$ cat src/rtl/dt_pkg.sv
`timescale 1ns/1ps
package dt_pkg;
  typedef enum logic {SRC_T1 = 1'b0, SRC_T2 = 1'b1} dt_src_e;

  function automatic logic pick_evt(dt_src_e src, logic ev_a, logic ev_b);
    return (src == SRC_T2) ? ev_b : ev_a;
  endfunction
endpackage

$ cat src/rtl/dt_shadow_regs.sv
`timescale 1ns/1ps
module dt_shadow_regs #(
  parameter int NUM_CH    = 4,
  parameter int DLY_W     = 8,
  parameter int COMMIT_CH = 0,
  parameter int AW        = 2,
  localparam int WORD_W   = 2*DLY_W + 2
) (
  input  logic                           clk_i,
  input  logic                           rst_ni,
  input  logic                           wr_en_i,
  input  logic [AW-1:0]                  wr_addr_i,
  input  logic [WORD_W-1:0]              wr_data_i,
  output logic [NUM_CH-1:0][WORD_W-1:0]  act_o
);
  // fall from t2, rise from t1, zero delays
  localparam logic [WORD_W-1:0] RST_WORD = {1'b1, 1'b0, {(2*DLY_W){1'b0}}};

  logic [NUM_CH-1:0][WORD_W-1:0] shd_q, shd_d, act_q;
  logic [NUM_CH-1:0]             wr_hit;
  logic                          commit;

  for (genvar i = 0; i < NUM_CH; i++) begin : g_hit
    assign wr_hit[i] = wr_en_i && (wr_addr_i == AW'(i));
  end

  assign commit = wr_hit[COMMIT_CH];

  always_comb begin
    shd_d = shd_q;
    for (int i = 0; i < NUM_CH; i++)
      if (wr_hit[i]) shd_d[i] = wr_data_i;
  end

  always_ff @(posedge clk_i or negedge rst_ni) begin
    if (!rst_ni) begin
      shd_q <= {NUM_CH{RST_WORD}};
      act_q <= {NUM_CH{RST_WORD}};
    end else begin
      shd_q <= shd_d;
      if (commit) act_q <= shd_d;
    end
  end

  assign act_o = act_q;

  AST_HOLD_ACTIVE: assert property (@(posedge clk_i) disable iff (!rst_ni)
    !(wr_en_i && wr_addr_i == AW'(COMMIT_CH)) |=> $stable(act_o));
  AST_COMMIT_SELF: assert property (@(posedge clk_i) disable iff (!rst_ni)
    (wr_en_i && wr_addr_i == AW'(COMMIT_CH)) |=> act_o[COMMIT_CH] == $past(wr_data_i));
endmodule

$ cat src/rtl/dt_edge_timer.sv
`timescale 1ns/1ps
module dt_edge_timer #(
  parameter int DLY_W = 8
) (
  input  logic             clk_i,
  input  logic             rst_ni,
  input  logic             start_i,
  input  logic [DLY_W-1:0] dly_i,
  output logic             fire_o
);
  logic [DLY_W-1:0] cnt_q;

  // zero delay fires on the sampling edge; otherwise fire when one tick remains
  assign fire_o = start_i ? (dly_i == '0) : (cnt_q == DLY_W'(1));

  always_ff @(posedge clk_i or negedge rst_ni) begin
    if (!rst_ni)               cnt_q <= '0;
    else if (start_i)          cnt_q <= dly_i;
    else if (cnt_q != '0)      cnt_q <= cnt_q - DLY_W'(1);
  end

  AST_CNT_RESTART: assert property (@(posedge clk_i) disable iff (!rst_ni)
    start_i |=> cnt_q == $past(dly_i));
  AST_CNT_KEEP: assert property (@(posedge clk_i) disable iff (!rst_ni)
    (!start_i && cnt_q != '0) |=> cnt_q == $past(cnt_q) - DLY_W'(1));
  AST_FIRE_ONCE: assert property (@(posedge clk_i) disable iff (!rst_ni)
    (fire_o && !start_i) |=> (cnt_q == '0));
endmodule

$ cat src/rtl/dt_channel.sv
`timescale 1ns/1ps
module dt_channel
  import dt_pkg::*;
#(
  parameter int DLY_W   = 8,
  localparam int WORD_W = 2*DLY_W + 2
) (
  input  logic              clk_i,
  input  logic              rst_ni,
  input  logic              t1_i,
  input  logic              t2_i,
  input  logic [WORD_W-1:0] cfg_i,
  output logic              pwm_o
);
  // index 0: rise edge, index 1: fall edge
  logic [1:0]            start, fire;
  logic [1:0][DLY_W-1:0] dly;
  dt_src_e [1:0]         src;
  logic                  pwm_q;

  for (genvar e = 0; e < 2; e++) begin : g_edge
    assign dly[e]   = cfg_i[e*DLY_W +: DLY_W];
    assign src[e]   = dt_src_e'(cfg_i[2*DLY_W + e]);
    assign start[e] = pick_evt(src[e], t1_i, t2_i);

    dt_edge_timer #(.DLY_W(DLY_W)) u_tmr (
      .clk_i  (clk_i),
      .rst_ni (rst_ni),
      .start_i(start[e]),
      .dly_i  (dly[e]),
      .fire_o (fire[e])
    );
  end

  always_ff @(posedge clk_i or negedge rst_ni) begin
    if (!rst_ni)      pwm_q <= 1'b0;
    else if (fire[1]) pwm_q <= 1'b0;
    else if (fire[0]) pwm_q <= 1'b1;
  end

  assign pwm_o = pwm_q;

  AST_FALL_WINS: assert property (@(posedge clk_i) disable iff (!rst_ni)
    fire[1] |=> !pwm_o);
  AST_RISE_SETS: assert property (@(posedge clk_i) disable iff (!rst_ni)
    (fire[0] && !fire[1]) |=> pwm_o);
  AST_PWM_QUIET: assert property (@(posedge clk_i) disable iff (!rst_ni)
    (fire == 2'b00) |=> $stable(pwm_o));
endmodule

$ cat src/rtl/dt_edge_gen.sv
`timescale 1ns/1ps
module dt_edge_gen #(
  parameter int NUM_CH    = 4,
  parameter int DLY_W     = 8,
  parameter int COMMIT_CH = 0,
  localparam int AW       = (NUM_CH > 1) ? $clog2(NUM_CH) : 1,
  localparam int WORD_W   = 2*DLY_W + 2
) (
  input  logic              clk_i,
  input  logic              rst_ni,
  input  logic              wr_en_i,
  input  logic [AW-1:0]     wr_addr_i,
  input  logic [WORD_W-1:0] wr_data_i,
  input  logic [NUM_CH-1:0] t1_i,
  input  logic [NUM_CH-1:0] t2_i,
  output logic [NUM_CH-1:0] pwm_o
);
  logic [NUM_CH-1:0][WORD_W-1:0] act;

  dt_shadow_regs #(
    .NUM_CH   (NUM_CH),
    .DLY_W    (DLY_W),
    .COMMIT_CH(COMMIT_CH),
    .AW       (AW)
  ) u_regs (
    .clk_i    (clk_i),
    .rst_ni   (rst_ni),
    .wr_en_i  (wr_en_i),
    .wr_addr_i(wr_addr_i),
    .wr_data_i(wr_data_i),
    .act_o    (act)
  );

  for (genvar c = 0; c < NUM_CH; c++) begin : g_ch
    dt_channel #(.DLY_W(DLY_W)) u_ch (
      .clk_i (clk_i),
      .rst_ni(rst_ni),
      .t1_i  (t1_i[c]),
      .t2_i  (t2_i[c]),
      .cfg_i (act[c]),
      .pwm_o (pwm_o[c])
    );
  end

  AST_RESET_LOW: assert property (@(posedge clk_i) !rst_ni |=> pwm_o == '0);
endmodule

$ cat config.mk
export PLATFORM = sky130hd
export DESIGN_NAME = dt_edge_gen
export DESIGN_NICKNAME = d
export VERILOG_FILES = /design/src/rtl/dt_pkg.sv /design/src/rtl/dt_shadow_regs.sv /design/src/rtl/dt_edge_timer.sv /design/src/rtl/dt_channel.sv /design/src/rtl/dt_edge_gen.sv
export SDC_FILE = /design/constraint.sdc
export NUM_CORES = 1
export LEC_CHECK = 0
export BUFFER_PORTS_ARGS = -buffer_cell sky130_fd_sc_hd__clkbuf_2
export CAP_MARGIN = 20
export CORE_ASPECT_RATIO = 1.75
export CORE_MARGIN = 2
export CORE_UTILIZATION = 56
export CTS_BUF_LIST = sky130_fd_sc_hd__clkbuf_8
export DETAILED_ROUTE_END_ITERATION = 6
export GPL_ROUTABILITY_DRIVEN = 0
export PLACE_DENSITY = 0.76
export SYNTH_ARGS = -nofsm -noshare
export SYNTH_HDL_FRONTEND = slang
export SYNTH_SLANG_ARGS = --single-unit
$ cat constraint.sdc
create_clock -name clk_i -period 2.2 [get_ports clk_i]
set_input_delay 0.11 -clock clk_i [delete_from_list [all_inputs] [get_ports clk_i]]
set_output_delay 0.11 -clock clk_i [all_outputs]
set_load 0.01 [all_outputs]
==> impl_metrics.tcl <==
set metrics [dict create \
    clock-sinks 194 \
    worst_setup_path_end_kind "flop" \
    clock_latency_ps 460 \
    crit_chain "inv_1 > ha_1 > or4b_2 > nor2_4 > nand3_1 > o311ai_0" \
    rsz0062_at_grt "false" \
    cp.required_ps 2530 \
    worstPathMaxFanout 7 \
    synth_nets 857 \
    clkTransAtPathRegs_ps 90 \
    synth-seq-cells 194 \
    slowest_delay_ps 650 \
    clockRootBuffer "clkbuf_8" \
    cts_buffers 17 \
    final-setup-viol-count 0 \
    syn_area_um2 9010 \
    final_layout_size_suffix_gt1_frac 0.232 \
    synth_compound_area_frac 0.0605 \
    clk_path_buf_depth 2 \
    drv_cap 0 \
    dr.pass1.iters 5 \
    criticalPathCategory "reg -> reg" \
    worst_pin_slew_ps 705 \
    crit_path_end "g_ch[0].u_ch.g_edge[1].u_tmr.cnt_q[1]$_DFFE_PN0P_" \
    min_period_ps 1960 \
    overflow 0 \
    ys_types 45 \
    routed_wl_um 18800 \
    pin_count 35 \
    areaGrowthSynthToFinish_pct 11.0 \
    io_buffer_count 34 \
    synth_seq_area_share 0.540 \
    synth_fa_ha_area_frac 0.0333 \
    drt-vias-per-instance 5.81 \
    fp.coreArea_um2 15800 \
    mostFrequentLayoutCell "dfrtp_1" \
    vias 6140 \
    worstSetupStartpointType "flop" \
    wl_per_cell_um 17.7 \
    synth-simple-area-share 0.162 \
    fmax_mhz 509 \
    setup_tns_ps 0 \
    layout_common_cells "dfrtp_1, nand2_1, mux2_2, nor2_1, clkbuf_2" \
    holdCritPathClass "in -> reg" \
    r2r_cells 6 \
    r2r_slack_ps 240 \
    start_util 0.570 \
    slowest_stage "or4b_2" \
    status "finished clean" \
    grt_pass1_vias 6309 \
    die_w_um 99.9 \
    hold_viol 0 \
    synth_top_family_by_area "simple AND/OR/NAND/NOR gates" \
    drt_iter0_drc 271 \
    tritoncts "yes" \
    finalCritPeriodShare 0.892 \
    r2r_end "g_ch[0].u_ch.g_edge[1].u_tmr.cnt_q[1]$_DFFE_PN0P_" \
    grt_pass1_wl_um 30800 \
    rr_startpoint "g_ch[0].u_ch.g_edge[1].u_tmr.cnt_q[0]$_DFFE_PN0P_" \
    drc 0 \
    slew_viol_final 0 \
    slew_headroom 0.530 \
    h-tree-depth 4 \
    crit_start "g_ch[0].u_ch.g_edge[1].u_tmr.cnt_q[0]$_DFFE_PN0P_" \
    p_per_area_nw_per_um2 1160 \
    antenna_cells 0 \
    synth.area.mux_share 0.139 \
    die_h_um 172 \
    cp.depth 6 \
    fin_nets 911 \
    total_leakage_power_nw 4.45 \
    drtAntennaViolNets 0 \
    yosys_warnings 0 \
    synthCells 802 \
    finalPower_mw 11.6 \
    synth_edf_count 0 \
    synth_flop_cell "dfrtp_1" \
    grt_max_degree 74 \
    crit_family "simple AND/OR/NAND/NOR gates" \
    crit_buf_inv 1 \
    synth.avg_cell_area_um2 11.2 \
    grt.total_usage 0.231 \
    dieArea_um2 17200 \
    synth_xor_area_frac 0.0408 \
    cp.arrival_ps 2290 \
    rows 61 \
    ir_drop_uv 508 \
    dpl.hpwl_um 13400 \
    synth_async_sr_flop_share 1.00 \
    antenna_found_initial 0 \
    skew_ps 14.6 \
]
## report_power, final
group          internal [mW]  total [mW]  switching [mW]  leakage (nW)
logic                   1.73        3.54            1.80          1.91
registers               4.69        5.73            1.04          2.34
clock network           1.03        2.29            1.27         0.202
## how the worst min path moves through the flow
| stage | start | endpoint | cells after the start |
|---|---|---|---|
| finish | wr_data_i[1] | u_regs.act_o[1]$_DFFE_PN0P_ | 3 |
| global route | wr_data_i[1] | u_regs.shd_q[37]$_DFF_PN0_ | 2 |
| CTS | wr_data_i[1] | u_regs.act_o[1]$_DFFE_PN0P_ | 3 |
| detailed placement | rst_ni | g_ch[2].u_ch.g_edge[0].u_tmr.cnt_q[4]$_DFFE_PN0P_ | 1 |
| global placement | rst_ni | g_ch[2].u_ch.g_edge[0].u_tmr.cnt_q[4]$_DFFE_PN0P_ | 1 |
| floorplan | rst_ni | g_ch[0].u_ch.g_edge[0].u_tmr.cnt_q[0]$_DFFE_PN0P_ | 0 |
## routing by layer
| metal | wire length, µm | up-vias | global-route usage |
|---|---|---|---|
| met3 | 506 | 43 | 0.0382 |
| met2 | 10000 | 135 | 0.410 |
| met5 | 0 | - | 0 |
| met1 | 7670 | 3036 | 0.275 |
| met4 | 537 | 0 | 0.0989 |
| li1 | - | 2926 | - |
## area by class of cell
cell class	count	area, µm²
Clock buffer	17	234
Clock inverter	14	154
Fill cell	1204	5800
Inverter	23	86.3
Multi-Input combinational cell	555	3930
Sequential cell	194	4860
Tap cell	189	236
Timing Repair Buffer	65	494
## cell usage after synthesis, drive strengths merged, types with 3 or more instances
cell type	n	area, µm²
nor4	25	171
dfstp	7	184
a221o	3	30.0
or3	5	31.3
o31ai	24	180
nor3	22	110
nor4b	5	88.8
mux2	100	1130
buf	13	71.3
mux2i	13	130
nor2	45	176
a21oi	11	55.1
nand3b	5	37.5
nand3	12	60.1
inv	23	86.3
and3	9	56.3
a211oi	10	75.1
a311oi	5	43.8
ha	24	300
dfrtp	187	4680
xnor2	28	245
clkbuf	17	63.8
nor3b	4	30.0
xor2	14	123
or4	10	90.1
o21ai	20	108
nand2	147	552
## per-stage QoR
stage,hold WS [ps],std cells,worst slack (ps),cell area (µm²),utilization
2_1_floorplan,-186,802,394,9010,-
3_3_place_gp,141,1008,328,9430,0.597
3_5_place_dp,153,1008,248,9430,0.597
4_1_cts,11.0,1057,232,10000,0.633
5_1_grt,41.3,1057,131,10000,0.633
6_report,22.1,1057,237,10000,0.633
## state kept, by name, summed over array words and instances (netlist names)
register,count
u_regs.act_o,72
g_ch.u_ch.g_edge.u_tmr.cnt_q,64
u_regs.shd_q,54
g_ch.u_ch.pwm_o,4
## worst min-delay path, stage by stage
cell and delay, ps:
clkbuf_2 180, nand2_1 60, o21ai_0 70
## what timing repair did
action / CTS / global route
setup buffers: 0 / 0
gates resized for setup: 0 / 0
endpoints found under the hold margin: 94 / 0
hold buffers: 18 / 0
## kinds of logic after synthesis
group	count (synthesis)
DFF	194
xor gates and xnor gates	42
muxes	113
adders and majority gates	24
and+or+nand+nor	296
buffers and inverters	53
AOI/OAI and AO/OA	80
No activity file was read; power rests on OpenSTA's default activity.
